`src/rtl/cof_pkg.sv`:
```
package cof_pkg;

    localparam int BYTE_W = 8;
    localparam int CNT_W  = $clog2(BYTE_W);

    typedef enum logic [1:0] {
        KIND_PAY = 2'd0,
        KIND_CHK = 2'd1,
        KIND_GAP = 2'd2
    } byte_kind_e;

    typedef struct packed {
        logic [BYTE_W-1:0] data;
        logic              dv;
        logic              fs;
        logic              stb;
    } out_beat_t;

    function automatic logic is_payload(input logic [1:0] kind);
        return kind == KIND_PAY;
    endfunction

endpackage

```
`src/rtl/cof_frame_ctl.sv`:
```
module cof_frame_ctl (
    input  logic clk,
    input  logic clr,
    input  logic in_vld,
    input  logic in_sof,
    input  logic in_ferr,
    input  logic ser_req,
    output logic frame_err,
    output logic ser_act,
    output logic ser_now
);
    logic frame_edge;

    assign frame_edge = in_vld && in_sof;
    assign ser_now    = frame_edge ? ser_req : ser_act;

    always_ff @(posedge clk) begin
        if (clr) begin
            frame_err <= 1'b0;
            ser_act   <= 1'b0;
        end else if (frame_edge) begin
            frame_err <= in_ferr;
            ser_act   <= ser_req;
        end
    end
endmodule

```
`src/rtl/cof_par_stage.sv`:
```
module cof_par_stage
    import cof_pkg::*;
(
    input  logic              clk,
    input  logic              clr,
    input  logic              load,
    input  logic [BYTE_W-1:0] din,
    input  logic              payload,
    input  logic              sof,
    output out_beat_t         beat
);
    always_ff @(posedge clk) begin
        if (clr) begin
            beat <= '0;
        end else if (load) begin
            beat.data <= din;
            beat.dv   <= payload;
            beat.fs   <= payload && sof;
            beat.stb  <= 1'b1;
        end else begin
            beat.dv   <= 1'b0;
            beat.fs   <= 1'b0;
            beat.stb  <= 1'b0;
        end
    end
endmodule

```
`src/rtl/cof_serializer.sv`:
```
module cof_serializer
    import cof_pkg::*;
(
    input  logic              clk,
    input  logic              clr,
    input  logic              load,
    input  logic [BYTE_W-1:0] din,
    input  logic              payload,
    input  logic              sof,
    output out_beat_t         beat
);
    logic [BYTE_W-1:0] shreg;
    logic [CNT_W-1:0]  left;
    logic              pay_q;

    always_ff @(posedge clk) begin
        if (clr) begin
            beat  <= '0;
            shreg <= '0;
            left  <= '0;
            pay_q <= 1'b0;
        end else if (load) begin
            beat.data <= {{(BYTE_W-1){1'b0}}, din[BYTE_W-1]};
            beat.dv   <= payload;
            beat.fs   <= payload && sof;
            beat.stb  <= 1'b1;
            shreg     <= din << 1;
            left      <= CNT_W'(BYTE_W-1);
            pay_q     <= payload;
        end else if (left != '0) begin
            beat.data <= {{(BYTE_W-1){1'b0}}, shreg[BYTE_W-1]};
            beat.dv   <= pay_q;
            beat.fs   <= 1'b0;
            beat.stb  <= 1'b1;
            shreg     <= shreg << 1;
            left      <= left - 1'b1;
        end else begin
            beat.dv   <= 1'b0;
            beat.fs   <= 1'b0;
            beat.stb  <= 1'b0;
        end
    end
endmodule

```
`src/rtl/chan_out_fmt.sv`:
```
module chan_out_fmt
    import cof_pkg::*;
(
    input  logic              clk,
    input  logic              rst,
    input  logic              soft_rst,
    input  logic              oe_n,
    input  logic              err_pol,
    input  logic              ser_req,
    input  logic              in_vld,
    input  logic [BYTE_W-1:0] in_byte,
    input  logic              in_sof,
    input  logic              in_ferr,
    input  logic [1:0]        in_kind,
    output logic [BYTE_W-1:0] co_data,
    output logic              co_dv,
    output logic              co_fs,
    output logic              co_err,
    output logic              co_stb,
    output logic              co_oe
);
    logic      clr;
    logic      frame_err;
    logic      ser_act;
    logic      ser_now;
    logic      payload;
    out_beat_t par_beat;
    out_beat_t ser_beat;
    out_beat_t sel_beat;

    assign clr     = rst || soft_rst;
    assign payload = is_payload(in_kind);

    cof_frame_ctl u_ctl (
        .clk       (clk),
        .clr       (clr),
        .in_vld    (in_vld),
        .in_sof    (in_sof),
        .in_ferr   (in_ferr),
        .ser_req   (ser_req),
        .frame_err (frame_err),
        .ser_act   (ser_act),
        .ser_now   (ser_now)
    );

    cof_par_stage u_par (
        .clk     (clk),
        .clr     (clr),
        .load    (in_vld && !ser_now),
        .din     (in_byte),
        .payload (payload),
        .sof     (in_sof),
        .beat    (par_beat)
    );

    cof_serializer u_ser (
        .clk     (clk),
        .clr     (clr),
        .load    (in_vld && ser_now),
        .din     (in_byte),
        .payload (payload),
        .sof     (in_sof),
        .beat    (ser_beat)
    );

    assign sel_beat = ser_act ? ser_beat : par_beat;

    assign co_data = sel_beat.data;
    assign co_dv   = sel_beat.dv;
    assign co_fs   = sel_beat.fs;
    assign co_stb  = sel_beat.stb;
    assign co_err  = ~(frame_err ^ err_pol);
    assign co_oe   = ~oe_n;
endmodule

```
`config.mk`:
```
export PLATFORM = sky130hd
export DESIGN_NAME = chan_out_fmt
export DESIGN_NICKNAME = d
export VERILOG_FILES = /design/src/rtl/cof_pkg.sv /design/src/rtl/cof_frame_ctl.sv /design/src/rtl/cof_par_stage.sv /design/src/rtl/cof_serializer.sv /design/src/rtl/chan_out_fmt.sv
export SDC_FILE = /design/constraint.sdc
export NUM_CORES = 1
export LEC_CHECK = 0
export BUFFER_PORTS_ARGS = -buffer_cell sky130_fd_sc_hd__buf_2
export CAP_MARGIN = 0
export CORE_MARGIN = 2
export CORE_UTILIZATION = 47
export DETAILED_ROUTE_END_ITERATION = 6
export GPL_TIMING_DRIVEN = 0
export PLACE_DENSITY = 0.74
export REMOVE_ABC_BUFFERS = 1
export SYNTH_ARGS = -nofsm -noshare
export SYNTH_HDL_FRONTEND = slang
export SYNTH_HIERARCHICAL = 1
export SYNTH_SLANG_ARGS = --single-unit
export TNS_END_PERCENT = 20
```
`constraint.sdc`:
```
create_clock -name clk -period 1.45 [get_ports clk]
set_clock_uncertainty 0.1 [all_clocks]
set_input_delay 0.145 -clock clk [delete_from_list [all_inputs] [get_ports clk]]
set_output_delay 0.145 -clock clk [all_outputs]
set_load 0.005 [all_outputs]
```
==> results of run 1 <==
-- report_power, final --
part | total, mW | switching [mW] | internal (mW)
registers | 0.822 | 0.0209 | 0.801
clock network | 0.519 | 0.239 | 0.280
logic | 0.428 | 0.206 | 0.222
total | 1.77 | 0.466 | 1.30
-- layer usage --
metal	GRT usage, %	vias to the layer above	share of wire (%)
met5	0	-	0
met4	7.47	0	2.1
met3	4.84	7	4.6
met2	34.8	37	54
met1	21.7	568	39
li1	-	572	-
-- synthesized netlist by cell type, types with 3 or more instances --
master,instances
a2111oi_2,6
a21oi_1,6
buf_4,8
buf_6,5
dfxtp_1,28
inv_1,6
mux2_4,10
mux2i_1,9
nand2_1,5
nand3_1,3
nor2_1,17
nor2b_1,3
nor3_1,8
-- worst max-delay path by stage --
stage / to / from / depth (start not counted)
after CTS: co_data[1] / u_ctl/ser_act / 3
after global routing: u_par/beat[4] / u_ctl/ser_act / 7
after detailed placement: u_ser/shreg[3] / u_ctl/ser_act / 6
after floorplan: u_ser/shreg[2] / u_ctl/ser_act / 6
final: u_par/beat[6] / u_ctl/ser_act / 7
after global placement: u_ser/shreg[6] / u_ctl/ser_act / 6
-- sequential cells by signal, indices dropped and copies added, names as in the netlist --
signal and count:
u_par/beat 11, u_ser/shreg 7, u_ser/beat 4, u_ser/left 3, u_ctl/frame_err 1, u_ctl/ser_act 1
u_ser/pay_q 1
-- through the flow --
stage / setup WS (ns) / std cells / hold WS, ns / setup TNS (ns)
after floorplan: -0.704 / 128 / 0.167 / -14.04
after global placement: -1.07 / 190 / 0.298 / -23.75
after detailed placement: -1.16 / 190 / 0.309 / -25.52
after CTS: -0.127 / 219 / 0.0245 / -3.25
after global routing: -0.198 / 223 / 0.0473 / -4.79
final: -0.160 / 223 / 0.0577 / -3.13
-- worst reg2reg max path, stage by stage, from the launching register on --
cell	delay [ns]
dfxtp_4	0.40
a21bo_4	0.20
nand2_4	0.06
buf_4	0.15
nor2b_4	0.15
buf_4	0.16
mux2i_1	0.21
nor2_1	0.06
-- kinds of logic (layout without fill, tap and decap cells) --
family / Yosys count / count (layout) / synth area share (%)
flops: 28 / 28 / 39.9
compound gates: 18 / 18 / 12.2
fa+ha+maj: 2 / 2 / 1.78
buf+inv: 22 / 67 / 10.9
xor+xnor: 2 / 2 / 1.25
simple gates: 45 / 48 / 15.9
other cells: 1 / 7 / 0.267
mux: 20 / 20 / 17.9
-- area by class of cell --
class,count,area (um2),share of cell area (%)
Multi-Input combinational cell,97,846,41.7
Timing Repair Buffer,56,495,24.4
Clock inverter,1,30.0,1.48
Sequential cell,28,564,27.8
Clock buffer,3,22.5,1.11
Timing Repair inverter,1,7.51,0.370
Inverter,6,26.3,1.29
Tap cell,31,38.8,1.91
-- repair_timing --
item | CTS | global route
setup buffers | 6 | 4
setup endpoints to repair | 37 | 37
pin swaps | 10 | 5
resized for setup | 33 | 16
endpoints found under the hold margin | 20 | 0
cloned | 5 | 0
hold buffers | 14 | 0
==> results.toml, run 1 <==
[clocking]
tritoncts = "built"
root_buffer = "clkbuf_4"
clock_sinks = 28
path_clk_slew_ns = 0.15
clk_latency_ns = 0.34
h-tree-depth = 1
clock_path_buffers = 2
numCtsBuffers = 3

[die]
dieArea_um2 = 3440
coreArea_um2 = 2810
rows = 19
die_w_um = 58.7
io_pins = 32
start_util_pct = 50.1
die_height_um = 58.7

[logic_synthesis]
netlist_instances = 138
yosysUniqueCellTypes = 30
ys_seq_area_share_pct = 39.9
async_flop_share_pct = 0
yosysWarnings = 6
synth-edff-count = 0
avgSynthCellArea_um2 = 10.2
netlist_top_cells_area = "dfxtp_1 (40%), mux2_4 (11%), mux2i_1 (6.4%)"
yosys.area.top_type = "dfxtp_1"
ys.flop_type = "dfxtp_1"
ys_ff_latch = 28
synthDominantCellAreaShare_pct = 39.9
syn_area_um2 = 1410

[critical_path]
crit_buf_inv = 2
slowest_stage = "dfxtp_4"
reg2regPathDepth = 7
end_kind = "flop"
r2r-end = "u_par/beat[6]"
crit_path_start_kind = "flop"
critical_path_class = "reg2reg"
crit_family = "flip-flops"
cp_max_fo = 4
crit_arrival_ns = 1.74
cpMostUsedCell = "buf_4"
crit_chain = "a21bo_4 > nand2_4 > buf_4 > nor2b_4 > buf_4 > mux2i_1 > nor2_1"
crit_required_ns = 1.58
ff2ff_setup_slack_ns = -0.16
r2r_start = "u_ctl/ser_act"
crit_path_max_incr_delay_ns = 0.40

[run_status]
violations = "design-rule violations, negative setup slack"
status = "finished, violations left"

[drt]
ant_nets = 0
viasPerCell = 5.31
wire_per_inst_um = 15.2
drtPass1Iterations = 6
dr.first_iter.drc_count = 15
vias = 1184
wl_um = 3400
drc = 3

[finish]
finish.utilization_pct = 72.4
fill_cells = 195
design_area_um2 = 2030
drive_above_1_share_pct = 47.4
num-nets-final = 214
area_delta_synth_final_pct = 44.5
n_antenna_cell = 0
final_cell_mix = "dfxtp_1 (27), buf_2 (20), dlygate4sd3_1 (14), nor2_1 (12), buf_6 (12)"
final_common_cell = "dfxtp_1"

[sta]
fmax_mhz = 621
fin_crit_ns = 1.61
setup_viol = 32
rsz0062_at_grt = "true"
worst_pin_slew_ns = 0.601
maxSlewHeadroom_pct = 60.0
finalCritPeriodShare_pct = 111
fin_ws_ns = -0.160
maxSlewViolCount = 0
hold_violations = 0

[global_routing]
grt_remaining_overflow = 0
antenna_found_initial = 0
grt_use_total_pct = 19.3
grt_start_max_net_pins = 28
grt_pass1_wl_um = 4930
grt_pass1_vias = 1100

[placed_design]
hpwl_um = 1660
gp_congestion = 0.737
dpl_cell_area_um2 = 1490
io_buffers = 31

[pwr]
peakVddDrop_uv = 788
finalPower_mw = 1.77
power_density_nw_per_um2 = 871
leakagePower_nw = 0.863

[min_path]
hold_class = "in2reg"
hold_start = "in_sof"
hold_depth = 3
holdPathEnd = "u_ctl/frame_err"

[flow_run]
maxCapViolations = 0
No activity file was read; power rests on OpenSTA's default activity.
==> inputs of run 2 (changes only) <==
--- a/config.mk
+++ b/config.mk
@@ -7,6 +7,7 @@
 export LEC_CHECK = 0
 export BUFFER_PORTS_ARGS = -buffer_cell sky130_fd_sc_hd__buf_2
 export CAP_MARGIN = 0
+export CORE_ASPECT_RATIO = 0.8
 export CORE_MARGIN = 2
 export CORE_UTILIZATION = 47
 export DETAILED_ROUTE_END_ITERATION = 6
==> run 2 against run 1 <==
  * The run ends with negative setup slack left
  * Final cell count down 3.6%
  * Utilization down 5.3 points
  * Die area about the same
  * Register-to-register slack better by 0.07 ns
  * Largest power group unchanged
==> results.toml, run 2 (synthesis results as in run 1) <==
[critical_path]
slowest_stage = "dfxtp_4"
crit_path_max_incr_delay_ns = 0.37
crit_family = "compound AO/OA/AOI/OAI gates"
end_kind = "flop"
crit_path_start_kind = "flop"
critical_path_class = "reg2reg"
crit_chain = "a21bo_4 > nand2_4 > and2_4 > clkinvlp_4 > nor2_2 > a2111oi_2"
crit_required_ns = 1.53
crit_buf_inv = 1
cp_max_fo = 5
crit_arrival_ns = 1.62

[die]
die_height_um = 52.9
die_w_um = 65.1
io_pins = 32
start_util_pct = 50.0
coreArea_um2 = 2810
rows = 17
dieArea_um2 = 3450

[drt]
drtPass1Iterations = 4
vias = 1107
wire_per_inst_um = 13.7
met1_length_um = 1260
route.top_layer_used = "met4"
dr.first_iter.drc_count = 43
ant_nets = 0
wl_um = 2940
wl_met3_um = 138
viasPerCell = 5.15
drc = 0
wl_met2_um = 1520

[sta]
worst_pin_slew_ns = 0.600
maxSlewViolCount = 0
fin_crit_ns = 1.54
setup_viol = 30
fmax_mhz = 648
fin_ws_ns = -0.0932
finalCritPeriodShare_pct = 106
maxSlewHeadroom_pct = 60.0
hold_violations = 0
rsz0062_at_grt = "true"

[placed_design]
gp_congestion = 0.699
dpl_cell_area_um2 = 1500
io_buffers = 31
dpl_worst_slack_ns = -1.13
hpwl_um = 1750

[pwr]
pwr-share-seq_pct = 45.0
p_sw_mw = 0.456
peakVddDrop_uv = 676
switching_share_pct = 25.0
power_density_nw_per_um2 = 967
internal-power_mw = 1.37
pwr-share-clk_pct = 33.4
finalPower_mw = 1.82
combPwrFrac_pct = 21.6
leakagePower_nw = 0.799

[finish]
final_common_cell = "dfxtp_1"
design_area_um2 = 1880
final_cell_mix = "dfxtp_1 (27), buf_2 (21), nor2_1 (12), mux2_4 (11), buf_6 (11)"
max_flop_register = "u_par/beat"
top_regs = "u_par/beat: 11 flops, u_ser/shreg: 7 flops, u_ser/beat: 4 flops"
n_antenna_cell = 0
fill_cells = 226
num-nets-final = 199
drive_above_1_share_pct = 49.7
area_delta_synth_final_pct = 34.1
largest_reg_flops = 11

[clocking]
path_clk_slew_ns = 0.09
root_buffer = "clkbuf_8"
numCtsBuffers = 3
clk_latency_ns = 0.27
clock_sinks = 28
h-tree-depth = 1
tritoncts = "built"
clock_path_buffers = 2

[flow_run]
maxCapViolations = 0

[global_routing]
grt_pass1_wl_um = 4830
grt_use_total_pct = 18.5
antenna_found_initial = 0
grt_pass1_vias = 1100
grt_remaining_overflow = 0
grt_start_max_net_pins = 28

[run_status]
status = "finished, violations left"
violations = "negative setup slack"

[min_path]
hold_class = "in2reg"
## run 2: changes by cell type in the layout (fill, tap and decap cells not counted), sizes merged
cell / delta
dlygate4sd3: -14
buf: -1
## run 2: worst reg2reg max path: stages (launching register included)
cell and delay (ns):
dfxtp_4 0.37, a21bo_4 0.19, nand2_4 0.06, and2_4 0.18, clkinvlp_4 0.17, nor2_2 0.05
a2111oi_2 0.33
## run 2: stage by stage
step / instances / setup TNS (ns) / hold WS (ns) / util, %
floorplan: 128 / -14.04 / 0.167 / -
global placement: 197 / -23.26 / 0.300 / 53.4
detailed placement: 197 / -24.61 / 0.309 / 53.4
CTS: 213 / -0.686 / 0.0119 / 64.3
global route: 215 / -2.87 / 0.0199 / 67.1
finish: 215 / -1.30 / 0.0176 / 67.1
## run 2: layer usage
metal	vias up	GRT usage (%)
met5	-	0
met4	0	4.51
met3	4	4.26
met2	25	36.9
met1	537	19.9
li1	541	-
## run 2: cell type report
type                       count  area [um2]  area share [%]
multi-input combinational     97         846            44.9
sequential                    28         564            29.9
timing repair buffer          41         322            17.1
tap                           38        47.5            2.52
clock buffer                   3        41.3            2.19
clock inverter                 1        30.0            1.59
inverter                       6        26.3            1.39
timing repair inverter         1        7.51           0.398
## run 2: final timing paths
| kind | from | endpoint | slack (ns) | cells after the start |
|---|---|---|---|---|
| worst max-delay path | u_ctl/ser_act | u_ser/shreg[7] | -0.09 | 6 |
| worst min-delay path | in_byte[3] | u_par/beat[6] | 0.02 | 3 |
| worst max register to register | u_ctl/ser_act | u_ser/shreg[7] | -0.09 | 6 |
| worst min register to register | u_par/beat[9] | u_par/beat[9] | 0.40 | 2 |
## run 2: timing repair
| item | in CTS | in global routing |
|---|---|---|
| gates cloned | 4 | 0 |
| resized for setup | 32 | 13 |
| pin swaps | 10 | 2 |
| setup endpoints to repair | 37 | 27 |
| hold buffers | 0 | 0 |
| setup buffers | 8 | 2 |
## run 2: power groups by stage
stage	clock network [mW]	logic [mW]	registers, mW
finish	0.609	0.394	0.820
global route	0.663	0.427	0.824
CTS	0.625	0.363	0.818
detailed placement	0	0.271	0.838
global placement	0	0.260	0.836
floorplan	0	0.194	0.833
